===== src/rtl/rt_pkg.sv =====
package rt_pkg;
   typedef enum logic {
      SEL_COUNT   = 1'b0,
      SEL_COMPARE = 1'b1
   } rt_sel_e;
endpackage


===== src/rtl/rt_count.sv =====
module rt_count #(
   parameter int CNT_W = 32,
   parameter int INC_W = 3
) (
   input  logic             clk,
   input  logic             rst_n,
   input  logic [INC_W-1:0] inc,
   input  logic             ld,
   input  logic [CNT_W-1:0] ld_val,
   input  logic [CNT_W-1:0] thr,
   output logic [CNT_W-1:0] cnt_q,
   output logic             hit
);
   localparam int SUM_W = CNT_W + 1;

   logic [SUM_W-1:0] wide_sum;

   assign wide_sum = {1'b0, cnt_q} + {{(SUM_W-INC_W){1'b0}}, inc};
   assign hit      = !ld && (cnt_q < thr) && (wide_sum >= {1'b0, thr});

   always_ff @(posedge clk or negedge rst_n) begin
      if (!rst_n)  cnt_q <= '0;
      else if (ld) cnt_q <= ld_val;
      else         cnt_q <= wide_sum[CNT_W-1:0];
   end

   // count advances by the increment when not loaded
   a_r2_count_step: assert property (@(posedge clk) disable iff (!rst_n)
      $past(rst_n) && !$past(ld) |-> cnt_q == CNT_W'($past(cnt_q) + CNT_W'($past(inc))));
   // a load overrides the increment
   a_r5_load_wins: assert property (@(posedge clk) disable iff (!rst_n)
      $past(rst_n) && $past(ld) |-> cnt_q == $past(ld_val));
endmodule


===== src/rtl/rt_alarm.sv =====
module rt_alarm #(
   parameter int CNT_W = 32
) (
   input  logic             clk,
   input  logic             rst_n,
   input  logic             thr_wr,
   input  logic [CNT_W-1:0] thr_val,
   input  logic             clr,
   input  logic             hit,
   output logic [CNT_W-1:0] thr_q,
   output logic             pend_q
);
   logic drop;

   assign drop = thr_wr || clr;

   always_ff @(posedge clk or negedge rst_n) begin
      if (!rst_n)      thr_q <= '0;
      else if (thr_wr) thr_q <= thr_val;
   end

   always_ff @(posedge clk or negedge rst_n) begin
      if (!rst_n)    pend_q <= 1'b0;
      else if (drop) pend_q <= 1'b0;
      else if (hit)  pend_q <= 1'b1;
   end

   // a detected crossing sets the flag unless dropped
   a_r3_fire: assert property (@(posedge clk) disable iff (!rst_n)
      $past(rst_n) && $past(hit) && !$past(drop) |-> pend_q);
   // a threshold write clears the flag
   a_r6_ack_clears: assert property (@(posedge clk) disable iff (!rst_n)
      $past(rst_n) && $past(thr_wr) |-> !pend_q);
   // flag is sticky without a clear
   a_r7_sticky: assert property (@(posedge clk) disable iff (!rst_n)
      pend_q && !drop |=> pend_q);
endmodule


===== src/rtl/rt_cycle.sv =====
module rt_cycle #(
   parameter int CYC_W = 64,
   parameter int INC_W = 3
) (
   input  logic             clk,
   input  logic             rst_n,
   input  logic [INC_W-1:0] inc,
   output logic [CYC_W-1:0] total_q
);
   always_ff @(posedge clk or negedge rst_n) begin
      if (!rst_n) total_q <= '0;
      else        total_q <= total_q + {{(CYC_W-INC_W){1'b0}}, inc};
   end

   // total tracks retirements only
   a_r8_total_step: assert property (@(posedge clk) disable iff (!rst_n)
      $past(rst_n) |-> total_q == CYC_W'($past(total_q) + CYC_W'($past(inc))));
endmodule


===== src/rtl/retire_timer.sv =====
module retire_timer #(
   parameter int CNT_W   = 32,
   parameter int CYC_W   = 64,
   parameter int INC_W   = 3,
   parameter int MAX_INC = 4,
   parameter bit RD_FLOP = 1'b0
) (
   input  logic             clk,
   input  logic             rst_n,
   input  logic [INC_W-1:0] retire_cnt,
   input  logic             wr_en,
   input  logic             wr_sel,
   input  logic [CNT_W-1:0] wr_data,
   input  logic             clr_pend,
   input  logic             rd_sel,
   output logic [CNT_W-1:0] rd_data,
   output logic             timer_pend,
   output logic [CYC_W-1:0] cycle_total
);
   import rt_pkg::*;

   if (MAX_INC >= (1 << INC_W)) begin : g_bad_inc
      $error("MAX_INC does not fit in INC_W bits");
   end
   if (CYC_W < CNT_W) begin : g_bad_cyc
      $error("CYC_W must be at least CNT_W");
   end

   rt_sel_e          wsel, rsel;
   logic             cnt_ld, thr_wr, hit;
   logic [CNT_W-1:0] cnt_q, thr_q, rd_mux;

   assign wsel   = rt_sel_e'(wr_sel);
   assign rsel   = rt_sel_e'(rd_sel);
   assign cnt_ld = wr_en && (wsel == SEL_COUNT);
   assign thr_wr = wr_en && (wsel == SEL_COMPARE);

   rt_count #(.CNT_W(CNT_W), .INC_W(INC_W)) u_count (
      .clk(clk), .rst_n(rst_n), .inc(retire_cnt), .ld(cnt_ld),
      .ld_val(wr_data), .thr(thr_q), .cnt_q(cnt_q), .hit(hit));

   rt_alarm #(.CNT_W(CNT_W)) u_alarm (
      .clk(clk), .rst_n(rst_n), .thr_wr(thr_wr), .thr_val(wr_data),
      .clr(clr_pend), .hit(hit), .thr_q(thr_q), .pend_q(timer_pend));

   rt_cycle #(.CYC_W(CYC_W), .INC_W(INC_W)) u_cycle (
      .clk(clk), .rst_n(rst_n), .inc(retire_cnt), .total_q(cycle_total));

   assign rd_mux = (rsel == SEL_COMPARE) ? thr_q : cnt_q;

   if (RD_FLOP) begin : g_rd_flop
      always_ff @(posedge clk or negedge rst_n) begin
         if (!rst_n) rd_data <= '0;
         else        rd_data <= rd_mux;
      end
   end else begin : g_rd_comb
      assign rd_data = rd_mux;
   end

   // no flag rise when count already at or past the threshold
   a_r10_no_false_fire: assert property (@(posedge clk) disable iff (!rst_n)
      !timer_pend && (cnt_q >= thr_q) |=> !timer_pend);
endmodule


===== config.mk =====
export PLATFORM = sky130hd
export DESIGN_NAME = retire_timer
export DESIGN_NICKNAME = d
export VERILOG_FILES = /design/src/rtl/rt_pkg.sv /design/src/rtl/rt_count.sv /design/src/rtl/rt_alarm.sv /design/src/rtl/rt_cycle.sv /design/src/rtl/retire_timer.sv
export SDC_FILE = /design/constraint.sdc
export NUM_CORES = 1
export LEC_CHECK = 0
export BUFFER_PORTS_ARGS = -buffer_cell sky130_fd_sc_hd__buf_2
export CAP_MARGIN = 20
export CORE_MARGIN = 1.5
export CORE_UTILIZATION = 55
export CTS_CLUSTER_DIAMETER = 30
export DETAILED_ROUTE_END_ITERATION = 12
export PLACE_DENSITY_LB_ADDON = 0.3
export SYNTH_ARGS = -nofsm -noshare
export SYNTH_HDL_FRONTEND = slang
export SYNTH_HIERARCHICAL = 1
export SYNTH_SLANG_ARGS = --single-unit

===== constraint.sdc =====
create_clock -name clk -period 8.9 [get_ports clk]
set_input_delay 0.445 -clock clk [delete_from_list [all_inputs] [get_ports clk]]
set_output_delay 0.445 -clock clk [all_outputs]
set_load 0.05 [all_outputs]

==> results.json <==
{
  "cts_tree": "done",
  "viasPerCell": 5.614,
  "start_util_pct": 57.02,
  "cpPeakStageDelay_ns": 0.59,
  "rsz0062_at_grt": "false",
  "fmaxAchievable_ghz": 0.2425,
  "die_w_um": 126.5,
  "cp_cell_sequence": "ha_1 > fa_1 > a21oi_1 > nor3_1 > nand4_1 > xnor2_1 > ha_1 > a21o_1 > a221o_1 > a221oi_1 > nand4_1 > a221oi_1 > o21ai_0 > nor4b_2 > nor2_1 > nor3_1",
  "clock_path_buffers": 2,
  "port_buffers": 137,
  "status": "complete, no violations",
  "final_common_cell": "buf_2",
  "power.density_nw_per_um2": 234.5,
  "coreArea_um2": 14700,
  "drive_above_1_share_pct": 34.00,
  "die_y_um": 126.5,
  "yosysUniqueCellTypes": 54,
  "grt_pass1_wl_um": 30320,
  "p_leak_nw": 4.821,
  "worstPathRequired_ns": 9.17,
  "clock_sinks": 129,
  "fill_cells": 1166,
  "numCtsBuffers": 17,
  "io_pins": 138,
  "skew_ns": 0.008569,
  "yosysSeqAreaShare_pct": 38.51,
  "dr.pass1.iters": 5,
  "finalNonFillerCells": 1079,
  "ys_warn_count": 6,
  "syn_area_um2": 8382,
  "cp_num_cells": 16,
  "critPathBufInv": 0,
  "crit_family": "compound AO/OA/AOI/OAI gates",
  "grt_overflow": 0,
  "hpwl_um": 13410,
  "tightest_slew_ns": 1.108,
  "ant_nets": 0,
  "dpl-instance-area_um2": 9119,
  "dr_total_vias": 6057,
  "synth_nets": 852,
  "cts_setup_buffers": 0,
  "rrSetupSlack_ns": 4.78,
  "finalInstanceArea_um2": 9691,
  "setup.worst_path.start_class": "register",
  "r2r_cells": 16,
  "drv_slew": 0,
  "hold_buffers": 0,
  "finish.net_count": 993,
  "r2r_end": "u_alarm/pend_q",
  "grt_start_max_net_pins": 73,
  "wl_um": 18250,
  "grt_pass1_vias": 6132,
  "setup_violations": 0,
  "finalHoldViolCount": 0,
  "clock_latency_ns": 0.42,
  "placementRows": 44,
  "first_iter_violations": 271,
  "routedWlPerCell_um": 16.91,
  "post_cts_resize_count": 0,
  "drv_cap": 0,
  "grt_use_met2_pct": 39.28,
  "area_growth_pct": 15.61,
  "drc_errors": 0,
  "avgSynthCellArea_um2": 11.33,
  "clk_pin_slew_worst_paths_ns": 0.06,
  "post-route-min-period_ns": 4.124,
  "ir_worst_vdd_mv": 0.1667,
  "utilization_pct": 65.93,
  "grtUsageTotal_pct": 23.92,
  "ys_ff_latch": 129,
  "final_cell_mix": "buf_2, dfrtp_1, ha_1",
  "antenna_found_initial": 1,
  "global_route.usage.met1_pct": 30.85,
  "min-delay-path-class": "in2async",
  "grt.met3_usage_pct": 6.284,
  "synth_flop_cell": "dfrtp_1",
  "fin_hold_ws_ns": 0.1290,
  "relSlewSlack_pct": 26.12,
  "crit_type": "reg2reg",
  "place.gp.congestion": 0.8453,
  "final.setup.tns_ns": 0,
  "cp_max_fo": 5,
  "async_flop_share_pct": 100.0,
  "worst_setup_path_end_kind": "register",
  "globalRoute.busiestLayer": "met2",
  "syn_inst": 740,
  "h-tree-depth": 4,
  "worstPathArrival_ns": 4.39,
  "place_inst": 1046,
  "timing.rr.start": "u_count/cnt_q[0]",
  "cp_slowest_cell": "a21oi_1",
  "synth_edf_count": 0,
  "dieArea_um2": 15990,
  "ctsRootBufferMaster": "clkbuf_16",
  "fin_crit_sh_pct": 46.34
}
==> registers in the layout, summed over array words and instances (netlist names) <==
signal and cells:
u_cycle/total_q 64, u_count/cnt_q 32, u_alarm/thr_q 32, u_alarm/pend_q 1
==> cells in the mapped netlist (5+ instances only) <==
master | n | share of area, %
nand3_1 | 26 | 1.6
ha_1 | 69 | 10
buf_12 | 6 | 1.4
nor2_1 | 39 | 1.7
inv_1 | 47 | 2.1
nor4_2 | 6 | 0.90
mux2_2 | 35 | 4.7
nand4_1 | 33 | 2.5
nor3_2 | 6 | 0.72
dfrtp_1 | 129 | 39
nor4_1 | 10 | 0.75
xor2_1 | 46 | 4.8
a21o_1 | 8 | 0.72
mux2_4 | 59 | 11
xnor2_1 | 41 | 4.3
nor3_1 | 23 | 1.4
nor2b_1 | 5 | 0.37
a21oi_1 | 18 | 1.1
clkbuf_1 | 5 | 0.22
nand2_1 | 47 | 2.1
o21ai_0 | 17 | 1.0
==> per-layer routing <==
metal / share of wire, % / vias to the layer above / wire length [µm]
met5: 0 / - / 0
met4: 2.0 / 0 / 369
met3: 5.8 / 25 / 1064
met2: 47 / 153 / 8651
met1: 45 / 2945 / 8162
li1: - / 2934 / -
==> cell families (layout without fill, tap and decap cells) <==
logic type	count (synthesis)	in the layout	synth area share (%)
flip-flops	129	129	38.51
buffers and inverters	64	218	4.553
adder cells (fa/ha/maj)	71	71	10.78
XOR/XNOR	91	91	9.867
multiplexers	95	95	15.41
other	0	1	0
AND/OR/NAND/NOR	230	230	16.44
AO/OA/AOI/OAI	60	60	4.449
==> how the worst max path moves through the flow <==
stage,from,endpoint
final,u_count/cnt_q[0],u_alarm/pend_q
after global routing,u_count/cnt_q[0],u_alarm/pend_q
after CTS,u_count/cnt_q[0],u_alarm/pend_q
after detailed placement,retire_cnt[0],u_alarm/pend_q
after global placement,retire_cnt[0],u_alarm/pend_q
after floorplan,retire_cnt[0],u_alarm/pend_q
==> metrics by stage <==
step           setup WS, ns  total power [mW]
3_5_place_dp          4.567             1.615
6_report              4.776             2.272
3_3_place_gp          4.717             1.594
5_1_grt               4.496             2.417
4_1_cts               4.731             2.290
2_1_floorplan         5.262             1.417
==> area by class of cell <==
class	count	area (µm²)	area share, %
Tap cell	184	230.2	2.376
Antenna cell	1	2.502	0.02582
Timing Repair Buffer	139	703.2	7.256
Sequential cell	129	3228	33.31
Inverter	47	176.4	1.821
Multi-Input combinational cell	547	4781	49.34
Clock inverter	13	126.4	1.304
Clock buffer	19	442.9	4.571
==> report_power, final <==
part	total (mW)	internal, mW	switching, mW
clock network	0.668	0.395	0.273
logic	0.832	0.330	0.502
registers	0.773	0.667	0.106
Note: power is estimated with default switching activity, not from simulation.
